### src/rtl/arq_pkg.sv
package arq_pkg;

    localparam int DESC_W_DEF    = 8;
    localparam int TIMEOUT_DEF   = 12;
    localparam int MAX_RETRY_DEF = 3;

    typedef enum logic [1:0] {
        ST_IDLE = 2'd0,
        ST_SEND = 2'd1,
        ST_WAIT = 2'd2,
        ST_HALT = 2'd3
    } arq_state_e;

    // Events seen while a frame is outstanding
    typedef struct packed {
        logic good;     // acknowledgement names the next tag
        logic expired;  // wait timer ran out
    } wait_ev_t;

    function automatic logic tag_next(input logic cur);
        return ~cur;
    endfunction

    function automatic logic ack_matches(input logic ack, input logic cur);
        return ack == tag_next(cur);
    endfunction

endpackage

### src/rtl/arq_timer.sv
module arq_timer #(
    parameter int TIMEOUT = arq_pkg::TIMEOUT_DEF
) (
    input  logic clk,
    input  logic rst,
    input  logic start,
    input  logic run,
    output logic expired
);
    localparam int CW = (TIMEOUT > 1) ? $clog2(TIMEOUT) : 1;
    localparam logic [CW-1:0] LAST = CW'(TIMEOUT - 1);

    logic [CW-1:0] cnt_q;

    assign expired = run && (cnt_q == LAST);

    always_ff @(posedge clk) begin
        if (rst || start) begin
            cnt_q <= '0;
        end else if (run && !expired) begin
            cnt_q <= cnt_q + 1'b1;
        end
    end

    AST_TIMER_RANGE: assert property (@(posedge clk) disable iff (rst)
        cnt_q <= LAST);

    AST_TIMER_RESTART: assert property (@(posedge clk) disable iff (rst)
        start |=> (cnt_q == '0));

endmodule

### src/rtl/arq_retry.sv
module arq_retry #(
    parameter int MAX_RETRY = arq_pkg::MAX_RETRY_DEF
) (
    input  logic clk,
    input  logic rst,
    input  logic clear,
    input  logic bump,
    output logic last
);
    localparam int RW = $clog2(MAX_RETRY + 1);
    localparam logic [RW-1:0] LIMIT = RW'(MAX_RETRY - 1);

    logic [RW-1:0] cnt_q;

    assign last = (cnt_q == LIMIT);

    always_ff @(posedge clk) begin
        if (rst || clear) begin
            cnt_q <= '0;
        end else if (bump) begin
            cnt_q <= cnt_q + 1'b1;
        end
    end

    AST_RETRY_RANGE: assert property (@(posedge clk) disable iff (rst)
        cnt_q <= LIMIT);

    AST_RETRY_CLEARED: assert property (@(posedge clk) disable iff (rst)
        clear |=> (cnt_q == '0));

endmodule

### src/rtl/arq_sender.sv
module arq_sender #(
    parameter int DESC_W    = arq_pkg::DESC_W_DEF,
    parameter int TIMEOUT   = arq_pkg::TIMEOUT_DEF,
    parameter int MAX_RETRY = arq_pkg::MAX_RETRY_DEF
) (
    input  logic              clk,
    input  logic              rst,
    input  logic              req_valid,
    input  logic [DESC_W-1:0] req_desc,
    output logic              req_grant,
    output logic              tx_send,
    output logic              tx_tag,
    output logic [DESC_W-1:0] tx_desc,
    input  logic              ack_valid,
    input  logic              ack_tag,
    output logic              link_fail
);
    import arq_pkg::*;

    arq_state_e        state_q, state_d;
    logic              tag_q;
    logic [DESC_W-1:0] desc_q;
    wait_ev_t          ev;
    logic              tmr_expired;
    logic              retry_last;

    assign ev.good    = (state_q == ST_WAIT) && ack_valid && ack_matches(ack_tag, tag_q);
    assign ev.expired = tmr_expired;

    arq_timer #(.TIMEOUT(TIMEOUT)) u_timer (
        .clk     (clk),
        .rst     (rst),
        .start   (state_q == ST_SEND),
        .run     (state_q == ST_WAIT),
        .expired (tmr_expired)
    );

    arq_retry #(.MAX_RETRY(MAX_RETRY)) u_retry (
        .clk   (clk),
        .rst   (rst),
        .clear (ev.good),
        .bump  (ev.expired && !ev.good && !retry_last),
        .last  (retry_last)
    );

    always_comb begin
        state_d = state_q;
        unique case (state_q)
            ST_IDLE: if (req_valid) state_d = ST_SEND;
            ST_SEND: state_d = ST_WAIT;
            ST_WAIT: begin
                if (ev.good)             state_d = ST_IDLE;
                else if (ev.expired)     state_d = retry_last ? ST_HALT : ST_SEND;
            end
            ST_HALT: state_d = ST_HALT;
            default: state_d = ST_IDLE;
        endcase
    end

    always_ff @(posedge clk) begin
        if (rst) begin
            state_q <= ST_IDLE;
            tag_q   <= 1'b0;
            desc_q  <= '0;
        end else begin
            state_q <= state_d;
            if (ev.good)   tag_q  <= tag_next(tag_q);
            if (req_grant) desc_q <= req_desc;
        end
    end

    assign req_grant = (state_q == ST_IDLE) && req_valid;
    assign tx_send   = (state_q == ST_SEND);
    assign tx_tag    = tag_q;
    assign tx_desc   = desc_q;
    assign link_fail = (state_q == ST_HALT);

    AST_SEND_ONE_CYCLE: assert property (@(posedge clk) disable iff (rst)
        tx_send |=> !tx_send);

    AST_GRANT_THEN_SEND: assert property (@(posedge clk) disable iff (rst)
        req_grant |=> tx_send);

    AST_TAG_HELD: assert property (@(posedge clk) disable iff (rst)
        tx_send |=> $stable(tx_tag));

    AST_ACK_BEATS_TIMEOUT: assert property (@(posedge clk) disable iff (rst)
        (ev.good && ev.expired) |=> (state_q == ST_IDLE && !tx_send));

    AST_FAIL_STICKY: assert property (@(posedge clk) disable iff (rst)
        link_fail |=> link_fail);

    AST_FAIL_SILENT: assert property (@(posedge clk) disable iff (rst)
        link_fail |-> (!tx_send && !req_grant));

endmodule

### config.mk
export PLATFORM = sky130hd
export DESIGN_NAME = arq_sender
export DESIGN_NICKNAME = d
export VERILOG_FILES = /design/src/rtl/arq_pkg.sv /design/src/rtl/arq_timer.sv /design/src/rtl/arq_retry.sv /design/src/rtl/arq_sender.sv
export SDC_FILE = /design/constraint.sdc
export NUM_CORES = 1
export LEC_CHECK = 0
export BUFFER_PORTS_ARGS = -buffer_cell sky130_fd_sc_hd__buf_2
export CAP_MARGIN = 20
export CORE_ASPECT_RATIO = 0.7
export CORE_UTILIZATION = 25
export CTS_CLUSTER_SIZE = 28
export DETAILED_ROUTE_END_ITERATION = 8
export SLEW_MARGIN = 20
export SYNTH_ARGS = -nofsm -noshare
export SYNTH_HDL_FRONTEND = slang
export SYNTH_SLANG_ARGS = --single-unit
### constraint.sdc
create_clock -name clk -period 1.5 [get_ports clk]
set_input_delay 0.075 -clock clk [delete_from_list [all_inputs] [get_ports clk]]
set_output_delay 0.075 -clock clk [all_outputs]
set_load 0.05 [all_outputs]
== Yosys cells after proc, flatten, opt, wreduce, memory -nomap -nowiden ==
Cells that the tools add are included.

* Input bits: 13
* Word-level logic and storage cells: 35
* Output and inout port bits: 12
* Flip-flop bits (word level): 17

* Muxes and demuxes: 5
* Reductions and logical operators: 14
* Equal/unequal tests: 8
* Bitwise logic cells: 1
* Add/subtract/negate cells: 2

{| class="wikitable"
|+ Operators by type and width
! cell !! count
|-
| 2-to-1 mux 2 bit || 4
|-
| case mux 2 bit (4 select lines) || 1
|-
| logical AND 1 bit || 7
|-
| equality test 2 bit (second input constant) || 3
|-
| adder 4 x 1 -> 4 bit (second input constant) || 1
|-
| equality test 4 bit (second input constant) || 1
|-
| logical NOT 1 bit || 3
|-
| inequality test 3 x 2 -> 1 bit (second input constant) || 1
|-
| adder 2 x 1 -> 2 bit (second input constant) || 1
|-
| equality test 2 x 1 -> 1 bit (second input constant) || 1
|-
| logical NOT 2 bit || 1
|-
| logical OR 1 bit || 2
|-
| inequality test 2 bit (second input constant) || 1
|-
| AND reduction 2 bit || 1
|-
| equality test 1 bit || 1
|-
| inverter 1 bit || 1
|}

== Longest topological paths before layout ==
Gate-level depths: netlist of the first run.

* Depth in word-level cells: 6
* Mapped depth: 5
* Gate-level depth less buffers: 5

== By module ==
Synthesis of the first run repeated with hierarchy kept, for this count alone.

* Cells, all modules: 77
* Area total of the unflattened synthesis: 754.5 µm²

{| class="wikitable"
|+ Modules (own cells, without submodules)
! module !! times used !! seq. area each (µm²) !! cells each !! area each (µm²)
|-
| arq_sender || 1 || 220.2 || 47 || 459.2
|-
| arq_timer || 1 || 80.1 || 22 || 201.4
|-
| arq_retry || 1 || 40.0 || 8 || 93.8
|}

== Worst setup path after synthesis of the first run ==
No wires, ideal clock.

* Path kind: register to register
* Start: register u_timer.cnt_q[0]
* End: register u_timer.cnt_q[0]
* Period minus slack after synthesis: 1,371 ps
* Data required time: 1,434 ps
* Setup time: 66 ps
* Arrival: 1,305 ps
* Slack: 129 ps
* Path buffers: 1
* Cell stages (with the launch flop): 6
* Cell sequence: dfxtp_1 ha_1 and3b_1 buf_6 or3_4 a21oi_2

* Longest elaborated chain between the ends: 4
* Elaborated cells on any way between the ends: 5
* Classes of those cells: add/sub (1); eq/ne (1); reduce/logical (3)

{| class="wikitable"
|+ RTL lines
! element !! RTL line !! RTL
|-
| from (decl) || arq_timer.sv:13 || <nowiki>logic [CW-1:0] cnt_q;</nowiki>
|-
| from (signal assigned) || arq_timer.sv:21 || <nowiki>cnt_q <= cnt_q + 1'b1;</nowiki>
|-
| parallel branches: the longest is 4 deep, another holds adder 4 x 1 -> 4 bit || - ||
|}

Parallel ways; which one is timed is not known.
A chain may end at the register's enable or synchronous reset.

== Worst setup path in the final report of the first run ==
Ends and elaborated chain as after synthesis.

==> summary.md, run 1 <==
| Metric | Value |
|---|---|
| Non-Filler Instances | `roughly 150` |
| Final setup margin | `about 77 ps` |
| GRT overflow | `0` |
| Number of max-cap violations | `0` |
| Post-synth net total | `just under 100` |
| Detailed-route wire length | `roughly 1500 um` |
| Initial drt markers | `14` |
| Leak | `about 0.46 nW` |
| Synth-to-Final Area Change | `28.8%` |
| Crit path kind | `register to register` |
| Pint | `about 0.77 mW` |
| DR vias | `between 600 and 700` |
| GPL Wtd Cong | `0.720` |
| Reg power frac | `45.3%` |
| Max frequency | `about 700 MHz` |
| Minimum clock period | `between 1000 and 1500 ps` |
| Sw Share | `a little over 30%` |
| Worst setup endpoint | `u_timer.cnt_q[0]` |
| Startpoint Class | `register` |
| Gate Count Post-Synth | `between 80 and 90` |
| Synthesis-stage register bit count | `17` |
| PwrDens | `1100 nW/um^2` |
| Vias in the first global route | `around 600` |
| Mean Syn Cell Area | `9.66 um^2` |
| # H-tree levels | `1` |
| Clk network pwr share | `a little under a third` |
| R2r endpoint | `u_timer.cnt_q[0]` |
| Post-route DRC | `0` |
| Slew Limit Fails | `0` |
| Maximum clock path buffer count | `2` |
| Hold Vio Cnt, Final | `0` |
| Commonest non-fill, non-tap cell in the layout | `buf_2` |
| Comb power frac | `about a quarter` |
| Drt first pass iters | `4` |
| Hold buffers post-CTS | `0` |
| Clock Sinks | `17` |
| Post-DRT Antenna Nets | `0` |
| GRT Overall Usage | `between 10% and 20%` |
| Crit path max fanout | `7` |
| Synth top area cells | `dfxtp_1, mux2i_1, nor2_1` |
| Final setup TNS | `0 ps` |
| Maximum vdd ir drop | `0.000670 V` |
| Insertion delay to the later sink of the worst-skew pair | `between 200 and 300 ps` |
| # diodes | `0` |
| Core ar. | `2900 um^2` |
| Setup repair after global routing missed its margin | `no` |
| Die X | `69.3 um` |
| TritonCTS Buffers | `3` |
| Most frequent cells in the layout | `buf_2, dfxtp_1, nor2_1, mux2i_1, buf_4` |
| Num rows | `16` |
| Crit path launch | `u_timer.cnt_q[0]` |
| Die H | `49.1 um` |
| Reg2Reg Setup Slack | `around 77 ps` |
| HP Class | `primary input to register` |
| Initial Util | `a little over a quarter` |
| Buffers on Ports | `24` |
| Layout cell share with drive strength beyond 1 | `between 30% and 40%` |
| Number of distinct library cells after synthesis | `31` |
| Warnings, synthesis | `0` |
| Psw | `between 0.3 and 0.4 mW` |
| Die area | `around 3400 um^2` |
| Relative slew margins | `between 70% and 80%` |
| RR Startpoint | `u_timer.cnt_q[0]` |
| Worst Reg2Reg Path Length in Cells | `4` |
| Placed Cells incl. Taps | `138` |
| Critical path arrival | `1620 ps` |
| Nets | `about 130` |
| Period utilization | `between 90% and 100%` |
| Largest net degree at the start of global routing | `14` |
| Critical path capture point type | `register` |
| Initial antenna violation count | `0` |
| First-pass GRT wire length | `2810 um` |
| Clk slew on worst S/H paths | `approximately 70 ps` |
| CTS tree | `built` |
| WL/cell | `roughly 10 um` |
| Area leader, netlist | `dfxtp_1` |
| Slew @ Worst Pin | `330 ps` |
| Required @ worst endpoint | `~1700 ps` |
| Worst Skew | `between 4 and 5 ps` |
| Dpl hpwl | `about 1200 um` |
| Post-route cell area | `a little over 1000 um^2` |
| I/O Pins | `25` |
| Final setup violating endpoints | `0` |
| Placement Cell Area | `just over 900 um^2` |
| Yosys top cell area share | `between 40% and 50%` |
| Post-place setup slack | `between 90 and 100 ps` |
| Sequential area share after synthesis | `around 43%` |
| Cell chosen for the clock root | `clkbuf_8` |
| Mapped Area | `792 um^2` |
| Outcome | `finished clean` |
| Routed vias/inst | `4.45` |
==> kinds of logic after synthesis <==
family / count (synthesis) / synth area share (%)
compound gates: 16 / 13.0
xor+xnor: 1 / 1.11
fa+ha+maj: 2 / 3.16
buf+inv: 9 / 6.79
flops: 17 / 43.0
mux: 10 / 12.8
simple gates: 27 / 20.2
==> state kept, by name (all words and copies together), names as in the netlist <==
name	count
u_timer.cnt_q	4
state_q	2
u_retry.cnt_q	2
tx_tag	1
tx_desc	8
==> routing by layer <==
metal,track usage [%],routed length (um)
met1,13.6,748
met2,16.0,739
met3,3.93,48
met4,2.72,13
met5,0,0
==> stage by stage <==
| step | hold slack (ps) | utilization, % | power (mW) |
|---|---|---|---|
| 3_3_place_gp | 309 | 31.9 | 0.754 |
| 2_1_floorplan | 219 | - | 0.708 |
| 6_report | 54.4 | 35.1 | 1.12 |
| 5_1_grt | 79.2 | 35.1 | 1.18 |
| 4_1_cts | 58.9 | 33.4 | 1.10 |
| 3_5_place_dp | 317 | 31.9 | 0.759 |
==> layout make-up <==
cell class	instances	area, um^2
repair buffers	31	175
flip-flops and latches	17	342
multi-input cells	56	398
inverters	4	15.0
well taps	36	45.0
clock buffers	4	45.0
fillers	295	1880
==> cell usage after synthesis <==
| cell type | instances |
|---|---|
| o32ai_1 | 1 |
| a21oi_2 | 1 |
| xnor2_1 | 1 |
| buf_2 | 1 |
| buf_4 | 1 |
| nor2_1 | 10 |
| a21oi_1 | 6 |
| or4_1 | 1 |
| nand2b_1 | 3 |
| clkbuf_1 | 1 |
| o21ai_0 | 3 |
| and2_1 | 1 |
| dfxtp_1 | 17 |
| a22oi_1 | 1 |
| nor3b_1 | 1 |
| nor2b_1 | 1 |
| or3_4 | 1 |
| o21bai_1 | 1 |
| and3b_1 | 1 |
| a311oi_1 | 1 |
| a211oi_1 | 1 |
| nand3_1 | 3 |
| mux2_2 | 1 |
| mux2i_1 | 9 |
| nor3b_2 | 1 |
| nand3b_1 | 3 |
| nand4_1 | 1 |
| ha_1 | 2 |
| a21o_2 | 1 |
| buf_6 | 2 |
| inv_1 | 4 |
==> power groups by stage <==
stage               clock (mW)  sequential [mW]  combinational [mW]
detailed placement           0            0.517               0.243
floorplan                    0            0.567               0.141
CTS                      0.348            0.507               0.244
global placement             0            0.515               0.239
finish                   0.341            0.507               0.272
global route             0.375            0.513               0.293
==> critical path: stages, from the launching register on <==
cell	delay, ps
dfxtp_1	340
ha_1	240
and3b_1	260
or3_4	390
a21oi_2	130
==> repair_timing <==
item / CTS / global route
resized for setup: 0 / 2
endpoints found under the setup margin: 0 / 1
setup buffers: 0 / 6
==> how the worst min path moves through the flow <==
stage	start	end	slack, ps	cells past startpoint
floorplan	ack_tag	tx_tag	220	2
global placement	req_desc[4]	tx_desc[4]	310	3
detailed placement	req_desc[0]	tx_desc[0]	320	3
CTS	req_desc[0]	tx_desc[0]	60	3
global route	req_desc[7]	tx_desc[7]	80	3
finish	req_desc[1]	tx_desc[1]	50	3
(Power assumes the default switching activity.)
==> run 2: changes to the inputs <==
--- a/config.mk
+++ b/config.mk
@@ -7,10 +7,11 @@
 export LEC_CHECK = 0
 export BUFFER_PORTS_ARGS = -buffer_cell sky130_fd_sc_hd__buf_2
 export CAP_MARGIN = 20
-export CORE_ASPECT_RATIO = 0.7
+export CORE_ASPECT_RATIO = 2
 export CORE_UTILIZATION = 25
 export CTS_CLUSTER_SIZE = 28
 export DETAILED_ROUTE_END_ITERATION = 8
+export PLACE_DENSITY = 0.46
 export SLEW_MARGIN = 20
 export SYNTH_ARGS = -nofsm -noshare
 export SYNTH_HDL_FRONTEND = slang
==> summary.md, run 2 (synthesis gave the netlist of run 1 again) <==
| Metric | Value |
|---|---|
| Outcome | `finished clean (unchanged)` |
| Nets | `128 (unchanged)` |
| Final setup TNS | `0 ps (unchanged)` |
| Reg area | `340 um^2 (was 342 um^2)` |
| Most frequent cells in the layout | `buf_2, dfxtp_1, nor2_1, mux2i_1, buf_4 (unchanged)` |
| Maximum clock path buffer count | `2 (unchanged)` |
| TritonCTS Buffers | `3 (unchanged)` |
| Post-route DRC | `0 (unchanged)` |
| Tot Pwr | `1.12 mW (about the same)` |
| GRT Overall Usage | `11.2% (was 10.4%)` |
| Max reg flops | `8 (unchanged)` |
| Crit path kind | `register to register (unchanged)` |
| Period utilization | `93.8% (was 94.9%)` |
| Clk slew on worst S/H paths | `70 ps (about the same)` |
| Post-DRT Antenna Nets | `0 (unchanged)` |
| Die area | `3410 um^2 (was 3400 um^2)` |
| Area used by multi-input combinational logic | `399 um^2 (was 398 um^2)` |
| HP Class | `primary input to register (unchanged)` |
| Core ar. | `2980 um^2 (was 2900 um^2)` |
| Slew Limit Fails | `0 (unchanged)` |
| Relative slew margins | `75.8% (was 77.9%)` |
| Post-route cell area | `1010 um^2 (was 1020 um^2)` |
| Startpoint Class | `register (unchanged)` |
| Final-layout fill cell count | `304 (was 295)` |
| Psw | `0.346 mW (about the same)` |
| Clk network pwr share | `29.9% (was 30.5%)` |
| Pint | `0.770 mW (was 0.774 mW)` |
| Drt first pass iters | `5 (was 4)` |
| Hold slack | `55.3 ps (was 54.4 ps)` |
| Reg power frac | `45.6% (was 45.3%)` |
| Detailed-route wire length | `1750 um (was 1550 um)` |
| Initial antenna violation count | `0 (unchanged)` |
| First-pass GRT wire length | `2980 um (was 2810 um)` |
| Cell chosen for the clock root | `clkbuf_8 (unchanged)` |
| Crit path max fanout | `7 (unchanged)` |
| Dpl hpwl | `1380 um (was 1180 um)` |
| PwrDens | `1100 nW/um^2 (about the same)` |
| Clock Sinks | `17 (unchanged)` |
| Commonest non-fill, non-tap cell in the layout | `buf_2 (unchanged)` |
| Worst Hold Depth | `3 (unchanged)` |
| Initial drt markers | `10 (was 14)` |
| Insertion delay to the later sink of the worst-skew pair | `250 ps (about the same)` |
| Die H | `81.6 um (was 49.1 um)` |
| Buffers on Ports | `24 (unchanged)` |
| Die X | `41.8 um (was 69.3 um)` |
| Setup repair after global routing missed its margin | `no (unchanged)` |
| Maximum vdd ir drop | `0.000649 V (was 0.000670 V)` |
| Largest net degree at the start of global routing | `14 (unchanged)` |
| Sw Share | `31.0% (was 30.9%)` |
| GRT overflow | `0 (unchanged)` |
| GPL Wtd Cong | `0.722 (was 0.720)` |
| Leak | `0.457 nW (was 0.455 nW)` |
| # diodes | `0 (unchanged)` |
| DR vias | `702 (was 659)` |
| Slew @ Worst Pin | `363 ps (was 330 ps)` |
| Required @ worst endpoint | `1690 ps (about the same)` |
| Initial Util | `26.6% (was 27.3%)` |
| Max frequency | `711 MHz (was 703 MHz)` |
| Number of max-cap violations | `0 (unchanged)` |
| # H-tree levels | `1 (unchanged)` |
| Synth-to-Final Area Change | `28.0% (was 28.8%)` |
| WL/cell | `12.3 um (was 10.5 um)` |
| Comb power frac | `24.5% (was 24.3%)` |
| Worst Skew | `4.59 ps (was 4.02 ps)` |
| Final setup violating endpoints | `0 (unchanged)` |
| Worst Reg2Reg Path Length in Cells | `4 (unchanged)` |
| Num rows | `28 (was 16)` |
| Minimum clock period | `1410 ps (was 1420 ps)` |
| Critical path capture point type | `register (unchanged)` |
| Routed vias/inst | `4.94 (was 4.45)` |
| CTS tree | `built (unchanged)` |
| Placement Cell Area | `918 um^2 (was 926 um^2)` |
| Critical path arrival | `1600 ps (was 1620 ps)` |
| I/O Pins | `25 (unchanged)` |
| Hold Vio Cnt, Final | `0 (unchanged)` |
| Layout cell share with drive strength beyond 1 | `36.6% (was 35.7%)` |
| Vias in the first global route | `677 (was 599)` |
==> run 2: changes by cell type in the layout (fill, tap and decap cells not counted), sizes merged <==
cell,delta
clkbuf,-2
buf,+1
clkinv,+1
==> run 2: power groups by stage <==
stage               registers, mW  clock network [mW]  logic, mW
global placement            0.518                   0      0.244
global route                0.514               0.367      0.293
detailed placement          0.519                   0      0.246
floorplan                   0.567                   0      0.141
CTS                         0.509               0.349      0.249
finish                      0.509               0.333      0.274
==> run 2: layer usage <==
metal / share of wire, % / routed length [um] / vias up / global-route usage, %
met3: 4.2 / 74 / 5 / 1.76
met4: 2.0 / 35 / 0 / 5.81
li1: - / - / 348 / -
met2: 54 / 951 / 27 / 22.3
met5: 0 / 0 / - / 0
met1: 39 / 690 / 322 / 10.6
==> run 2: path summary, 6_finish.rpt <==
path | start | to | slack (ps)
hold / removal | req_desc[5] | tx_desc[5] | 60
setup / recovery | u_timer.cnt_q[0] | u_timer.cnt_q[0] | 90
setup reg to reg | u_timer.cnt_q[0] | u_timer.cnt_q[0] | 90
hold reg to reg | tx_desc[3] | tx_desc[3] | 500
==> run 2: critical path, stage by stage, from the launching register on <==
cell     delay (ps)
dfxtp_1         350
ha_1            230
and3b_2         260
or3_4           370
a21oi_2         130
==> run 2: stage by stage <==
step                      worst slack [ps]  util, %  std cells
after global placement                 135     30.8        132
after detailed placement               111     30.8        132
after CTS                             42.0     32.5        136
final                                 93.6     34.0        142
after floorplan                        129        -         82
after global routing                  13.8     34.0        142
==> run 2: final cells by class <==
class,count,share of cell area (%)
sequential,17,33.6
clock inverter,1,0.494
tap,30,3.70
inverter,4,1.48
clock buffer,3,4.07
multi-input combinational,56,39.4
timing repair buffer,31,17.3
==> run 2: repair_timing <==
action	in CTS	in global routing
buffers inserted	0	6
endpoints found under the setup margin	1	2
hold buffers	0	0
gates resized for setup	1	1
==> run 3: changes to the inputs <==
--- a/config.mk
+++ b/config.mk
@@ -5,6 +5,7 @@
 export SDC_FILE = /design/constraint.sdc
 export NUM_CORES = 1
 export LEC_CHECK = 0
+export ABC_AREA = 1
 export BUFFER_PORTS_ARGS = -buffer_cell sky130_fd_sc_hd__buf_2
 export CAP_MARGIN = 20
 export CORE_ASPECT_RATIO = 2
==> summary.md, run 3 <==
| Metric | Value |
|---|---|
| Setup repair after global routing missed its margin | `no (unchanged)` |
| Worst Reg2Reg Path Length in Cells | `6 (was 4)` |
| Initial drt markers | `13 (was 10)` |
| Maximum vdd ir drop | `0.000585 V (was 0.000649 V)` |
| # H-tree levels | `1 (unchanged)` |
| Period utilization | `90.6% (was 93.8%)` |
| Number of distinct library cells after synthesis | `15 (was 31)` |
| Crit path max fanout | `9 (was 7)` |
| Detailed-route wire length | `1680 um (was 1750 um)` |
| Insertion delay to the later sink of the worst-skew pair | `250 ps (about the same)` |
| Mapped Area | `747 um^2 (was 792 um^2)` |
| Clock Sinks | `17 (unchanged)` |
| Final setup TNS | `0 ps (unchanged)` |
| Post-place setup slack | `217 ps (was 111 ps)` |
| HP Class | `primary input to register (unchanged)` |
| Max frequency | `736 MHz (was 711 MHz)` |
| Met2 Usage GRT | `21.9% (was 22.3%)` |
| Sw Share | `37.5% (was 31.0%)` |
| GRT overflow | `0 (unchanged)` |
| I/O Pins | `25 (unchanged)` |
| Max incr delay on CP | `350 ps (was 370 ps)` |
| Cell chosen for the clock root | `clkbuf_8 (unchanged)` |
| Die area | `3220 um^2 (was 3410 um^2)` |
| First-pass GRT wire length | `2670 um (was 2980 um)` |
| Die H | `79.3 um (was 81.6 um)` |
| Gate Count Post-Synth | `108 (was 82)` |
| Most frequent cells in the layout | `nor2_1, buf_2, nand2_1, dfxtp_1, inv_1 (was buf_2, dfxtp_1, nor2_1, mux2i_1, buf_4)` |
| Crit path launch | `state_q[0] (was u_timer.cnt_q[0])` |
| Top cells by count, synth | `nor2_1, nand2_1, dfxtp_1 (was dfxtp_1, nor2_1, mux2i_1)` |
| RR Startpoint | `state_q[0] (was u_timer.cnt_q[0])` |
| CTS tree | `built (unchanged)` |
| Post-route cell area | `956 um^2 (was 1010 um^2)` |
| Maximum clock path buffer count | `2 (unchanged)` |
| Cell mode on critical path | `inv_2` |
| Minimum clock period | `1360 ps (was 1410 ps)` |
| Buffers on Ports | `24 (unchanged)` |
| Worst Skew | `5.51 ps (was 4.59 ps)` |
| Leak | `0.485 nW (was 0.457 nW)` |
| Relative slew margins | `75.1% (was 75.8%)` |
| Initial antenna violation count | `0 (unchanged)` |
| Outcome | `finished clean (unchanged)` |
| Yosys top cell area share | `45.6% (was 43.0%)` |
| WL/cell | `10.2 um (was 12.3 um)` |
| Area leader, netlist | `dfxtp_1 (unchanged)` |
| R2r endpoint | `tx_desc[5] (was u_timer.cnt_q[0])` |
| Startpoint Class | `register (unchanged)` |
| CP top delay family | `buffers and inverters (was simple AND/OR/NAND/NOR gates)` |
| Initial Util | `26.6% (about the same)` |
| Post-DRT Antenna Nets | `0 (unchanged)` |
| Ys async rst share | `0% (unchanged)` |
| Reg power frac | `42.2% (was 45.6%)` |
| Critical path arrival | `1280 ps (was 1600 ps)` |
| Clk slew on worst S/H paths | `70 ps (about the same)` |
| TritonCTS Buffers | `3 (unchanged)` |
| Post-route DRC | `0 (unchanged)` |
| Num rows | `27 (was 28)` |
| Final setup margin | `141 ps (was 93.6 ps)` |
| Most numerous cell in the Yosys netlist | `nor2_1 (was dfxtp_1)` |
| # diodes | `0 (unchanged)` |
| Psw | `0.471 mW (was 0.346 mW)` |
| Synth top area cells | `dfxtp_1, nor2_1, nand2_1 (was dfxtp_1, mux2i_1, nor2_1)` |
| Max reg flops | `8 (unchanged)` |
| Post-synth EDFFs | `0 (unchanged)` |
| Die X | `40.7 um (was 41.8 um)` |
| Number of max-cap violations | `0 (unchanged)` |
| Dpl hpwl | `1410 um (was 1380 um)` |
| Post-synth net total | `123 (was 97)` |
| Nets | `152 (was 128)` |
| Synthesis-stage register bit count | `17 (unchanged)` |
| Met3 usage | `1.96% (was 1.76%)` |
| Final setup violating endpoints | `0 (unchanged)` |
| Worst Path Buf+Inv | `3 (was 0)` |
| PwrDens | `1310 nW/um^2 (was 1100 nW/um^2)` |
| Layout cell share with drive strength beyond 1 | `27.9% (was 36.6%)` |
| GRT Overall Usage | `12.1% (was 11.2%)` |
| Hold Vio Cnt, Final | `0 (unchanged)` |
| Placement Cell Area | `900 um^2 (was 918 um^2)` |
| Warnings, synthesis | `0 (unchanged)` |
| Routed vias/inst | `4.42 (was 4.94)` |
| Busiest grt layer | `met2 (unchanged)` |
| Synth-to-Final Area Change | `28.0% (about the same)` |
| GRT met1 Usage | `11.2% (was 10.6%)` |
| Critical path capture point type | `primary output (was register)` |
| Pint | `0.785 mW (was 0.770 mW)` |
| Worst path depth | `4 (unchanged)` |
| Crit path kind | `register to primary output (was register to register)` |
| Vias in the first global route | `662 (was 677)` |
| Prevailing post-synth register cell | `dfxtp_1 (unchanged)` |
| DR vias | `730 (was 702)` |
| GPL Wtd Cong | `0.711 (was 0.722)` |
| Reg2Reg Setup Slack | `260 ps (was 90 ps)` |
| Comb power frac | `31.0% (was 24.5%)` |
| Core ar. | `2800 um^2 (was 2980 um^2)` |
| CP Cell Sequence | `inv_2 > nand3_1 > inv_2 > buf_4 (was ha_1 > and3b_2 > or3_4 > a21oi_2)` |
| Sequential area share after synthesis | `45.6% (was 43.0%)` |
| Drt first pass iters | `4 (was 5)` |
| Worst setup endpoint | `req_grant (was u_timer.cnt_q[0])` |
| Mean Syn Cell Area | `6.92 um^2 (was 9.66 um^2)` |
| Largest net degree at the start of global routing | `15 (was 14)` |
| Required @ worst endpoint | `1420 ps (was 1690 ps)` |
| Slowest-stage cell, CP | `dfxtp_1 (was or3_4)` |
| Slew Limit Fails | `0 (unchanged)` |
| Clk network pwr share | `26.8% (was 29.9%)` |
| Slew @ Worst Pin | `373 ps (was 363 ps)` |
[run 3: through the flow]
stage               hold slack (ps)  total power [mW]  std cells  util, %
floorplan                       220             0.830        108        -
global placement                325             0.920        160     32.1
CTS                            74.9              1.28        165     34.1
detailed placement              340             0.923        160     32.1
finish                         75.5              1.26        165     34.1
global route                   85.9              1.33        165     34.1
[run 3: kinds of logic after synthesis]
family,synth area share (%)
flops,45.6
xor+xnor,1.17
buf+inv,8.04
compound gates,9.38
simple gates,32.5
fa+ha+maj,3.35
[run 3: worst min-delay path, stage by stage]
cell	delay, ps
buf_2	70
o21ai_0	70
nor2_1	70
[run 3: metal layers]
layer | vias to the layer above | wire length, um
met5 | - | 0
met4 | 0 | 27
met3 | 4 | 69
met2 | 24 | 977
met1 | 313 | 601
li1 | 389 | -
[run 3: power groups by stage]
| stage | Clock, mW | Sequential (mW) | Combinational [mW] |
|---|---|---|---|
| floorplan | 0 | 0.650 | 0.180 |
| global placement | 0 | 0.539 | 0.381 |
| detailed placement | 0 | 0.539 | 0.384 |
| CTS | 0.352 | 0.530 | 0.395 |
| global route | 0.364 | 0.536 | 0.427 |
| finish | 0.336 | 0.530 | 0.389 |
[run 3: how the worst min path moves through the flow]
stage	slack [ps]	cells after the start	endpoint	from
after floorplan	220	2	state_q[0]	req_valid
after global placement	330	3	tx_desc[1]	req_desc[1]
after detailed placement	340	3	tx_desc[1]	req_desc[1]
after CTS	70	3	tx_desc[1]	req_desc[1]
after global routing	90	3	tx_desc[5]	req_desc[5]
final	80	3	tx_desc[1]	req_desc[1]
[run 3: area by class of cell]
| type | count | area (um^2) |
|---|---|---|
| inverters | 15 | 56.3 |
| multi-input cells | 75 | 347 |
| repair buffers | 25 | 130 |
| clock inverters | 1 | 5.00 |
| flip-flops and latches | 17 | 340 |
| fillers | 313 | 1850 |
| well taps | 29 | 36.3 |
| clock buffers | 3 | 41.3 |
[run 3: repair_timing]
action                                  CTS  global route
hold buffers                              0             0
setup buffers                             1             0
endpoints found under the setup margin    1             0
resized for setup                         1             0
